$ cat src/rtl/hc_pkg.sv
package hc_pkg;
  localparam int HALF_W  = 16;
  localparam int EXP_W   = 5;
  localparam int MAN_W   = 10;
  localparam int CLASS_N = 10;

  // Bit positions of the class mask; the magnitude classes mirror around
  // the zero classes, negative side descending, positive side ascending.
  localparam int NEG_TOP  = 3;
  localparam int POS_BASE = 4;
  localparam int CLS_SNAN = 8;
  localparam int CLS_QNAN = 9;
  localparam int KIND_N   = 4;   // zero, subnormal, normal, infinity

  typedef struct packed {
    logic sign;
    logic exp_max;
    logic exp_zero;
    logic man_zero;
    logic man_msb;
  } hc_fields_t;
endpackage

$ cat src/rtl/hc_field_split.sv
module hc_field_split
  import hc_pkg::*;
#(
  parameter int EW = EXP_W,
  parameter int MW = MAN_W
) (
  input  logic [EW+MW:0] operand,
  output hc_fields_t     fields
);
  localparam int SIGN_POS = EW + MW;

  logic [EW-1:0] exp_f;
  logic [MW-1:0] man_f;

  assign exp_f = operand[SIGN_POS-1:MW];
  assign man_f = operand[MW-1:0];

  always_comb begin
    fields.sign     = operand[SIGN_POS];
    fields.exp_max  = &exp_f;
    fields.exp_zero = ~|exp_f;
    fields.man_zero = ~|man_f;
    fields.man_msb  = man_f[MW-1];
  end
endmodule

$ cat src/rtl/hc_mask_build.sv
module hc_mask_build
  import hc_pkg::*;
(
  input  hc_fields_t         fields,
  output logic [CLASS_N-1:0] mask
);
  logic [KIND_N-1:0] kind;
  logic              is_nan;

  always_comb begin
    kind[0] = fields.exp_zero &  fields.man_zero;
    kind[1] = fields.exp_zero & ~fields.man_zero;
    kind[2] = ~fields.exp_zero & ~fields.exp_max;
    kind[3] = fields.exp_max  &  fields.man_zero;
    is_nan  = fields.exp_max  & ~fields.man_zero;
  end

  for (genvar k = 0; k < KIND_N; k++) begin : g_kind
    assign mask[NEG_TOP - k]  =  fields.sign & kind[k];
    assign mask[POS_BASE + k] = ~fields.sign & kind[k];
  end

  assign mask[CLS_SNAN] = is_nan & ~fields.man_msb;
  assign mask[CLS_QNAN] = is_nan &  fields.man_msb;
endmodule

$ cat src/rtl/hc_out_stage.sv
module hc_out_stage #(
  parameter int W          = 10,
  parameter bit REGISTERED = 1'b1
) (
  input  logic         clk,
  input  logic         rst_n,
  input  logic         s_valid,
  output logic         s_ready,
  input  logic [W-1:0] s_data,
  output logic         m_valid,
  input  logic         m_ready,
  output logic [W-1:0] m_data
);
  if (REGISTERED) begin : g_reg
    logic         vld_q;
    logic [W-1:0] dat_q;

    assign s_ready = ~vld_q | m_ready;

    always_ff @(posedge clk or negedge rst_n) begin
      if (!rst_n) begin
        vld_q <= 1'b0;
        dat_q <= '0;
      end else if (s_ready) begin
        vld_q <= s_valid;
        if (s_valid) dat_q <= s_data;
      end
    end

    assign m_valid = vld_q;
    assign m_data  = dat_q;
  end else begin : g_comb
    assign s_ready = m_ready;
    assign m_valid = s_valid;
    assign m_data  = s_data;
  end
endmodule

$ cat src/rtl/half_class_unit.sv
module half_class_unit
  import hc_pkg::*;
#(
  parameter int XLEN       = 64,
  parameter bit REGISTERED = 1'b1
) (
  input  logic            clk,
  input  logic            rst_n,
  input  logic            in_valid,
  output logic            in_ready,
  input  logic [15:0]     in_data,
  output logic            out_valid,
  input  logic            out_ready,
  output logic [XLEN-1:0] out_result
);
  localparam int PAD_W = XLEN - CLASS_N;

  hc_fields_t         fields;
  logic [CLASS_N-1:0] mask_c;
  logic [CLASS_N-1:0] mask_q;

  hc_field_split #(.EW(EXP_W), .MW(MAN_W)) u_split (
    .operand (in_data),
    .fields  (fields)
  );

  hc_mask_build u_mask (
    .fields (fields),
    .mask   (mask_c)
  );

  hc_out_stage #(.W(CLASS_N), .REGISTERED(REGISTERED)) u_stage (
    .clk     (clk),
    .rst_n   (rst_n),
    .s_valid (in_valid),
    .s_ready (in_ready),
    .s_data  (mask_c),
    .m_valid (out_valid),
    .m_ready (out_ready),
    .m_data  (mask_q)
  );

  assign out_result = {{PAD_W{1'b0}}, mask_q};
endmodule

$ cat config.mk
export PLATFORM = sky130hd
export DESIGN_NAME = half_class_unit
export DESIGN_NICKNAME = d
export VERILOG_FILES = /design/src/rtl/hc_pkg.sv /design/src/rtl/hc_field_split.sv /design/src/rtl/hc_mask_build.sv /design/src/rtl/hc_out_stage.sv /design/src/rtl/half_class_unit.sv
export SDC_FILE = /design/constraint.sdc
export NUM_CORES = 1
export LEC_CHECK = 0
export ABC_AREA = 0
export BUFFER_PORTS_ARGS = -buffer_cell sky130_fd_sc_hd__buf_2
export CORE_ASPECT_RATIO = 0.9
export CORE_MARGIN = 4
export CORE_UTILIZATION = 37
export DETAILED_ROUTE_END_ITERATION = 12
export PLACE_DENSITY_LB_ADDON = 0.2
export SYNTH_ARGS = -nofsm -noshare
export SYNTH_HDL_FRONTEND = slang
export SYNTH_SLANG_ARGS = --single-unit
$ cat constraint.sdc
create_clock -name clk -period 1.45 [get_ports clk]
set_input_delay 0.29 -clock clk [delete_from_list [all_inputs] [get_ports clk]]
set_output_delay 0.29 -clock clk [all_outputs]
set_load 0.03 [all_outputs]
==> results.md, run 1 <==
- Status: completed
- Num CTS Buffers: 3
- Clk sink count: 11
- Initial drt markers: 14
- Most frequent cells in the layout: conb_1 (54), buf_2 (31), dfrtp_1 (11), a32o_1 (6), nor2_1 (4)
- Setup repair bufs after CTS: 0
- Sequential share of the synthesized area: between 20% and 30%
- Clock-pin slew on the worst setup and hold paths: 80 ps
- Critical path required time: 1160 ps
- Die X: 61.0 um
- Final period util: 91.2%
- Fillers: 247
- WL final: 1.66 mm
- Via count: between 600 and 700
- Share of post-route cells with drive strength above 1: 33.1%
- RSZ-0062 raised after global routing: no
- Post-layout util: 39.5%
- Clk_skew: a little over 10 ps
- Flop2flop setup slack: about 300 ps
- Max-cap violation count: 0
- Final Hold Fails: 0
- Die area: 3400 um2
- Initial antenna violation count: 0
- Core ar.: 2420 um2
- Average size of a mapped cell: 9.55 um2
- Routed vias/inst: 3.94
- Critical Path End: in_ready
- XOR/XNOR Fraction of Synth Area: 0%
- Tightest Hold Check Type: input port to register
- Remaining DRCs: 0
- Kind of critical path: register to primary output
- Synth-to-layout area growth: 2.27%
- Post-synthesis compound-gate area fraction: roughly 11%
- Distinct cells, synth: 23
- Reg area: 275 um2
- Placer Congestion: 0.663
- Final #Nets: 154
- Gr usage total: under 10%
- TritonRoute pass-1 iters: 4
- Vias in the first global route: 532
- Clock buffer depth: 2
- Commonest non-fill, non-tap cell in the layout: conb_1
- Mux contribution to synthesized area: 0%
- Worst EP arrival: roughly 1000 ps
- Post-Synth Simple-Gate Area: ~15%
- Synthesized area: ~940 um2
- Remaining Overflow, GRT: 0
- Die Span Y: 55.7 um
- CTS root buffer: clkbuf_4
- Max-slew violations: 0
- Max rail drop VDD: ~0.00054 V
- Post-DP Area: 920 um2
- Ports: between 80 and 90
- Number of port buffers: 31
- Initial Util: 38.6%
- PwrDens: 880 nW/um2
- HPWL after detailed placement: roughly 1.4 mm
- Post-route cell area: approximately 960 um2
- Post-synthesis adder-cell area fraction: 0%
- Final setup violation count: 0
- CTS tree: built
- Area of the multi-input gates: ~440 um2
- Clk_lat worst skew: 270 ps
- Largest family of logic cells by synthesized area: buffers and inverters
- Routed length per instance: 10.3 um
- Mapped Cells: 98
- Worst Setup Start Kind: register
- CP Capture Type: primary output
- DRT antenna net count: 0
- Fmax: ~760 MHz
- R2r startpoint: u_stage.m_valid
- Hold_ws: 232 ps
- #FFs+latches synth: 11
- Minimum clock period: between 1000 and 1500 ps
- FP Rows: 17
- Antenna diodes: 0
- Leakage: 0.573 nW
- Worst R2R End: u_stage.m_data[8]
- Final TNS setup: 0 ps
- Crit Path Max Fanout: 5
- CP Launch Point: u_stage.m_valid
- # H-tree levels: 1
- Yosys warning total: 0
- Worst R2R Path Depth: 4
- Largest net degree at the start of global routing: 12
- First-pass GRT wire length: between 2 and 2.5 mm
[routing by layer]
metal	part of all wire (%)	up-vias	GRT usage (%)
li1	-	299	-
met3	13	0	5.10
met4	0	0	0
met2	48	45	14.0
met5	0	-	0
met1	38	291	11.5
[Yosys cell counts]
cell type / instances / area, um2
a32o_1: 6 / 60.1
a32o_2: 2 / 22.5
and2_1: 1 / 6.26
and3_1: 2 / 12.5
and3_4: 1 / 11.3
and4_4: 1 / 11.3
buf_4: 54 / 405
conb_1: 1 / 3.75
dfrtp_1: 11 / 275
inv_1: 1 / 3.75
inv_4: 1 / 6.26
nand2_1: 2 / 7.51
nand2_2: 1 / 6.26
nand3_1: 2 / 10.0
nand4_1: 1 / 6.26
nor2_1: 4 / 15.0
nor2b_4: 1 / 13.8
nor3_1: 1 / 5.00
nor3_2: 1 / 10.0
nor4_4: 1 / 21.3
o21ai_0: 1 / 5.00
o2bb2ai_1: 1 / 8.76
o41ai_1: 1 / 8.76
[power breakdown]
part	leakage [nW]	switching (mW)	internal (mW)
Combinational	0.408	0.262	0.0488
Sequential	0.147	0.00565	0.318
Clock	0.0177	0.107	0.102
Total	0.573	0.374	0.468
[through the flow]
step | setup slack, ps | total power [mW] | instances
floorplan | 71.7 | 0.688 | 151
global placement | 254 | 0.635 | 156
detailed placement | 245 | 0.636 | 156
CTS | 105 | 0.848 | 161
global route | 68.8 | 0.888 | 161
finish | 128 | 0.842 | 161
[how the worst min path moves through the flow]
stage / start / endpoint / depth (start not counted)
after floorplan: rst_n / u_stage.m_data[0] / 0
after global placement: rst_n / u_stage.m_data[2] / 1
after detailed placement: rst_n / u_stage.m_data[3] / 1
after CTS: in_data[9] / u_stage.m_data[8] / 2
after global routing: in_data[9] / u_stage.m_data[8] / 2
final: in_data[9] / u_stage.m_data[8] / 2
[what timing repair did]
action	4_1_cts	5_1_grt
hold endpoints to repair	11	0
resized for setup	0	0
hold buffers	1	0
[state kept, by name, summed over array words and instances, names as in the netlist]
name             count
u_stage.m_valid      1
u_stage.m_data      10
[critical path, cell delays in order, from the launching register on]
cell and delay [ps]:
dfrtp_1 380, nor2b_4 140, inv_4 60, buf_2 190
[layout make-up]
cell class                      count  area share (%)
Multi-Input combinational cell     84            46.4
Inverter                            2            1.05
Clock inverter                      1           0.523
Timing Repair Buffer               32            17.3
Clock buffer                        3            2.35
Sequential cell                    11            28.8
Tap cell                           28            3.66
[cells by family (layout without fill, tap and decap cells)]
| kind of cell | Yosys count | after routing |
|---|---|---|
| buffers and inverters | 56 | 38 |
| other | 1 | 54 |
| DFF | 11 | 11 |
| AOI/OAI and AO/OA | 11 | 11 |
| and+or+nand+nor | 19 | 19 |
(Power assumes the default switching activity.)
==> inputs of run 2 (changes only) <==
RECOVER_POWER = 25   (was unset)
==> results.md, run 2 (synthesized netlist as in run 1, its figures left out) <==
- Clock-pin slew on the worst setup and hold paths: 80 ps (about the same)
- Fmax: 756 MHz (about the same)
- Max rail drop VDD: 0.000545 V (was 0.000544 V)
- Met1 Resource Use GR: 11.5% (unchanged)
- Largest net degree at the start of global routing: 12 (unchanged)
- Clock buffer depth: 2 (unchanged)
- TritonRoute pass-1 iters: 4 (unchanged)
- Slew Limit Headroom: 60.3%
- Hold_sp: in_data[9] (unchanged)
- Via count: 636 (was 635)
- Initial Util: 38.6% (unchanged)
- Area of the multi-input gates: 444 um2 (unchanged)
- CTS root buffer: clkbuf_4 (unchanged)
- Worst hold endpoint: u_stage.m_data[8] (unchanged)
- Flop pwr share: 38.4% (about the same)
- Core ar.: 2420 um2 (unchanged)
- Slowest-stage cell, CP: dfrtp_1 (unchanged)
- Setup repair bufs after CTS: 0 (unchanged)
- CP Buf/Inv Count: 2 (unchanged)
- Worst hold stages: 2 (unchanged)
- # H-tree levels: 1 (unchanged)
- Die area: 3400 um2 (unchanged)
- Ports: 86 (unchanged)
- Share of post-route cells with drive strength above 1: 32.3% (was 33.1%)
- Remaining DRCs: 0 (unchanged)
- R2r startpoint: u_stage.m_valid (unchanged)
- Worst R2R Path Depth: 4 (unchanged)
- Worst Setup Start Kind: register (unchanged)
- Post-cts gate resize count: 0 (unchanged)
- Final Hold Fails: 0 (unchanged)
- Flop2flop setup slack: 300 ps (about the same)
- Die X: 61.0 um (unchanged)
- Max-cap violation count: 0 (unchanged)
- Slowest stage delay, CP: 380 ps (about the same)
- Final period util: 91.2% (about the same)
- Placer Congestion: 0.663 (unchanged)
- Hold_ws: 231 ps (was 232 ps)
- PwrDens: 882 nW/um2 (was 880 nW/um2)
- Status: completed (unchanged)
- Leakage: 0.570 nW (was 0.573 nW)
- Kind of critical path: register to primary output (unchanged)
- CP Capture Type: primary output (unchanged)
- GR peak layer: met2 (unchanged)
- Die Span Y: 55.7 um (unchanged)
- RSZ-0062 raised after global routing: no (unchanged)
- Grt met2 use: 14.0% (unchanged)
- Vias in the first global route: 532 (unchanged)
- WL final: 1.65 mm (was 1.66 mm)
- Reg area: 275 um2 (unchanged)
- Critical-path cell list: nor2b_4, inv_4, buf_2 (unchanged)
- Tightest Hold Check Type: input port to register (unchanged)
- P_sw: 0.375 mW (was 0.374 mW)
- Combinational share of power: 36.8% (was 36.9%)
- Initial antenna violation count: 0 (unchanged)
- Max-slew violations: 0 (unchanged)
- Minimum clock period: 1320 ps (about the same)
- Clk_skew: 11.0 ps (was 10.3 ps)
- Number of port buffers: 31 (unchanged)
- Routed length per instance: 10.3 um (about the same)
- Met3 usage: 5.10% (unchanged)
- First-pass GRT wire length: 2.35 mm (unchanged)
- Final TNS setup: 0 ps (unchanged)
- Largest register FFs: 10 (unchanged)
- Routed vias/inst: 3.95 (was 3.94)
- Antenna diodes: 0 (unchanged)
- Fillers: 247 (unchanged)
- Worst Tran Pin Value: between 500 and 600 ps
- Gr usage total: 9.00% (unchanged)
- Final setup violation count: 0 (unchanged)
- Worst R2R End: u_stage.m_data[8] (unchanged)
- Num CTS Buffers: 3 (unchanged)
- HPWL after detailed placement: 1.41 mm (unchanged)
- Most frequent cells in the layout: conb_1 (54), buf_2 (30), dfrtp_1 (11), a32o_1 (6), nor2_1 (4) (was conb_1 (54), buf_2 (31), dfrtp_1 (11), a32o_1 (6), nor2_1 (4))
- Clk sink count: 11 (unchanged)
- Top delay family on crit path: flip-flops (unchanged)
- Clk_lat worst skew: 270 ps (about the same)
- Worst EP arrival: 1030 ps (about the same)
- Synth-to-layout area growth: 2.14% (was 2.27%)
- Clock power share: 24.8% (about the same)
- Crit Path Max Fanout: 5 (unchanged)
- Switching share of power: 44.5% (was 44.4%)
- Initial drt markers: 14 (unchanged)
- Cell Int Power: 0.468 mW (about the same)
- Critical path required time: 1160 ps (about the same)
- CTS tree: built (unchanged)
- Remaining Overflow, GRT: 0 (unchanged)
- Final #Nets: 154 (unchanged)
- Cts hold-fix bufs: 1 (unchanged)
- Commonest non-fill, non-tap cell in the layout: conb_1 (unchanged)
- FP Rows: 17 (unchanged)
- DRT antenna net count: 0 (unchanged)
## run 2: cell types whose count changed in the layout (fill, tap and decap cells not counted)
cell,delta
buf_2,-1
clkbuf_1,+1
## run 2: worst max path at each step
stage	slack, ps	from	cells after the start	to
after floorplan	70	u_stage.m_valid	4	u_stage.m_data[3]
final	130	u_stage.m_valid	3	in_ready
after CTS	110	u_stage.m_valid	3	in_ready
after global placement	250	in_data[1]	4	u_stage.m_data[2]
after detailed placement	250	in_data[1]	4	u_stage.m_data[2]
after global routing	70	u_stage.m_valid	3	in_ready
## run 2: cell type report
cell class	instances	area share, %
clock buffers	3	2.36
inverters	2	1.05
repair buffers	32	17.1
clock inverters	1	0.524
flip-flops and latches	11	28.8
well taps	28	3.66
multi-input cells	84	46.5
## run 2: power by group through the flow
| stage | clock, mW | combinational [mW] | sequential (mW) |
|---|---|---|---|
| CTS | 0.216 | 0.308 | 0.324 |
| global route | 0.231 | 0.331 | 0.325 |
| floorplan | 0 | 0.336 | 0.352 |
| global placement | 0 | 0.305 | 0.330 |
| finish | 0.209 | 0.310 | 0.323 |
| detailed placement | 0 | 0.306 | 0.330 |
## run 2: stage by stage
stage	utilization (%)	setup WS (ps)	total power, mW	std cells	area [um2]
after floorplan	-	71.7	0.688	151	1130
after global placement	37.9	254	0.635	156	920
after detailed placement	37.9	245	0.636	156	920
after CTS	39.5	105	0.848	161	957
after global routing	39.4	68.8	0.887	161	956
final	39.4	128	0.843	161	956
## run 2: layer usage
layer  wire (um)  up-vias
met5           0        -
met4           0        0
met3         219        0
met2         806       45
met1         628      292
li1            -      299
==> inputs of run 3 (changes only) <==
CORE_UTILIZATION = 38   (was 37)
SYNTH_HIERARCHICAL = 1   (was unset)
==> results.md, run 3 <==
- Ports: 86 (unchanged)
- Antenna diodes: 0 (unchanged)
- Final period util: 106% (was 91.2%)
- Clock-pin slew on the worst setup and hold paths: 70 ps (was 80 ps)
- Largest net degree at the start of global routing: 12 (unchanged)
- Post-layout util: 43.2% (was 39.4%)
- GR peak layer: met2 (unchanged)
- Routed length per instance: 10.2 um (was 10.3 um)
- Max-cap violation count: 0 (unchanged)
- Met1 Resource Use GR: 9.59% (was 11.5%)
- Crit Path Max Fanout: 4 (was 5)
- #FFs+latches synth: 11 (unchanged)
- Initial Util: 40.8% (was 38.6%)
- Clk_lat worst skew: 260 ps (was 270 ps)
- Kind of critical path: input port to register (was register to primary output)
- Final #Nets: 156 (was 154)
- Vias in the first global route: 535 (was 532)
- FP Rows: 17 (unchanged)
- CTS tree: built (unchanged)
- Status: finished, violations left (was completed)
- Slowest stage delay, CP: 530 ps (was 380 ps)
- WL final: 1.66 mm (was 1.65 mm)
- Most frequent cells in the layout: conb_1 (54), buf_2 (29), dfrtp_1 (11), mux2_4 (10), clkbuf_4 (3) (was conb_1 (54), buf_2 (30), dfrtp_1 (11), a32o_1 (6), nor2_1 (4))
- Clk_skew: 2.51 ps (was 11.0 ps)
- CP Buf/Inv Count: 3 (was 2)
- Clock buffer depth: 2 (unchanged)
- # H-tree levels: 1 (unchanged)
- R2r startpoint: u_stage/m_valid (was u_stage.m_valid)
- Critical path required time: 1660 ps (was 1160 ps)
- Slew Limit Headroom: 60.7% (was 60.3%)
- PwrDens: 792 nW/um2 (was 882 nW/um2)
- Top delay family on crit path: simple AND/OR/NAND/NOR gates (was flip-flops)
- Clk sink count: 11 (unchanged)
- Fmax: 651 MHz (was 756 MHz)
- Sequential share of the synthesized area: 26.9% (was 29.4%)
- FFs w/ async S/R, synth: 100% (unchanged)
- Final setup violation count: 8 (was 0)
- DRT antenna net count: 0 (unchanged)
- Number of port buffers: 31 (unchanged)
- Worst setup margin: -85.6 ps (was 128 ps)
- Count leader, synth: buf_4 (unchanged)
- Largest area contributor in the netlist: buf_4 (unchanged)
- Synthesized area: 1020 um2 (was 936 um2)
- CP Capture Type: register (was primary output)
- Distinct cells, synth: 19 (was 23)
- Worst hold stages: 2 (unchanged)
- Placer Congestion: 0.676 (was 0.663)
- Gr usage total: 8.03% (was 9.00%)
- Top-area cell type share of the netlist area: 41.0% (was 43.3%)
- Leakage: 0.655 nW (was 0.570 nW)
- Worst EP arrival: 1740 ps (was 1030 ps)
- Die X: 62.7 um (was 61.0 um)
- Minimum clock period: 1540 ps (was 1320 ps)
- Ranking of synthesized cells by area: buf_4 (41%), dfrtp_1 (27%), mux2_4 (15%) (was buf_4 (43%), dfrtp_1 (29%), a32o_1 (6.4%))
- Worst R2R Path Depth: 3 (was 4)
- Grt met2 use: 12.9% (was 14.0%)
- Met3 usage: 2.95% (was 5.10%)
- Slowest-stage cell, CP: or4_4 (was dfrtp_1)
- Largest register FFs: 10 (unchanged)
- Worst R2R End: u_stage/m_data[8] (was u_stage.m_data[8])
- Max-slew violations: 0 (unchanged)
- Tightest Hold Check Type: input port to register (unchanged)
- Synth-to-layout area growth: 5.86% (was 2.14%)
- Most used cell, CP: buf_6
- Synth cell count leaders: buf_4 (56), dfrtp_1 (11), mux2_4 (10) (was buf_4 (54), dfrtp_1 (11), a32o_1 (6))
- Via count: 608 (was 636)
- Worst Setup Start Kind: input port (was register)
- Initial antenna violation count: 0 (unchanged)
- Core ar.: 2510 um2 (was 2420 um2)
- Final Hold Fails: 0 (unchanged)
- Num CTS Buffers: 3 (unchanged)
- Failing checks: setup timing
- Commonest non-fill, non-tap cell in the layout: conb_1 (unchanged)
- Flop2flop setup slack: 400 ps (was 300 ps)
- CTS root buffer: clkbuf_4 (unchanged)
- DP Worst Slack: -398 ps (was 245 ps)
- Remaining DRCs: 0 (unchanged)
- Worst Tran Pin Value: 589 ps (was 595 ps)
- Pwr Total: 0.859 mW (was 0.843 mW)
- Initial drt markers: 6 (was 14)
- Average size of a mapped cell: 10.4 um2 (was 9.55 um2)
- Main flop type after synthesis: dfrtp_1 (unchanged)
- Max rail drop VDD: 0.000199 V (was 0.000545 V)
- Hold_sp: in_valid (was in_data[9])
- Die Span Y: 57.3 um (was 55.7 um)
- EDFF count, synth: 0 (unchanged)
- RSZ-0062 raised after global routing: yes (was no)
- Mapped Cells: 99 (was 98)
- First-pass GRT wire length: 2.27 mm (was 2.35 mm)
- Critical-path cell list: buf_6, or4_4, nor4_4, buf_4, buf_6, and3b_1, mux2_4 (was nor2b_4, inv_4, buf_2)
- Routed vias/inst: 3.73 (was 3.95)
- Worst hold endpoint: u_stage/m_valid (was u_stage.m_data[8])
- TritonRoute pass-1 iters: 2 (was 4)
- HPWL after detailed placement: 1.42 mm (was 1.41 mm)
- Share of post-route cells with drive strength above 1: 41.5% (was 32.3%)
- Remaining Overflow, GRT: 0 (unchanged)
- Yosys warning total: 6 (was 0)
- Die area: 3590 um2 (was 3400 um2)
-- run 3: metrics by stage --
stage | hold WS, ps | cell area (um2) | TNS, ps | std cells
floorplan | -5.59 | 1240 | -1150 | 152
global placement | 169 | 1020 | -2980 | 157
detailed placement | 176 | 1020 | -3210 | 157
CTS | 298 | 1090 | -464 | 163
global route | 320 | 1080 | -799 | 163
finish | 307 | 1080 | -485 | 163
-- run 3: logic make-up after synthesis --
group                  after synthesis  share of synthesized area [%]
flip-flops                          11                           26.9
multiplexers                        10                           14.7
other                                1                          0.366
buffers and inverters               56                           41.0
AND/OR/NAND/NOR                     21                           17.1
-- run 3: final cells by class --
cell class / count / area, um2
repair buffers: 35 / 196
flip-flops and latches: 11 / 275
well taps: 28 / 35.0
multi-input cells: 85 / 552
clock buffers: 4 / 26.3
fillers: 267 / 1430
-- run 3: worst register-to-register path, delay by kind of cell, from the launching register on --
kind             cells  cell delay (ps)
flip-flops           1              410
multiplexers         1              310
AND/OR/NAND/NOR      2              220
-- run 3: worst max path at each step --
stage          depth (start not counted)  slack [ps]       start                end
2_1_floorplan                          4        -290  in_data[5]  u_stage/m_data[9]
3_3_place_gp                           5        -360  in_data[5]  u_stage/m_data[9]
4_1_cts                                5         -80  in_data[5]  u_stage/m_data[9]
6_report                               7         -90  in_data[5]  u_stage/m_data[4]
3_5_place_dp                           7        -400  in_data[5]  u_stage/m_data[4]
5_1_grt                                7        -120  in_data[5]  u_stage/m_data[4]
-- run 3: report_power, final --
part	switching (mW)	internal, mW	total, mW
combinational	0.261	0.0632	0.325
sequential	0.00809	0.319	0.327
clock	0.101	0.106	0.207
total	0.370	0.488	0.859
-- run 3: what timing repair did --
| item | CTS | global route |
|---|---|---|
| endpoints found under the setup margin | 7 | 8 |
| hold buffers | 1 | 0 |
| endpoints found under the hold margin | 11 | 0 |
| resized for setup | 4 | 0 |
| buffers inserted | 1 | 0 |
-- run 3: layer usage --
metal  up-vias  part of all wire, %  routed length, um
met4         0                    0                  0
met2        51                   45                747
met1       268                   40                658
met5         -                    0                  0
met3         0                   15                254
li1        289                    -                  -
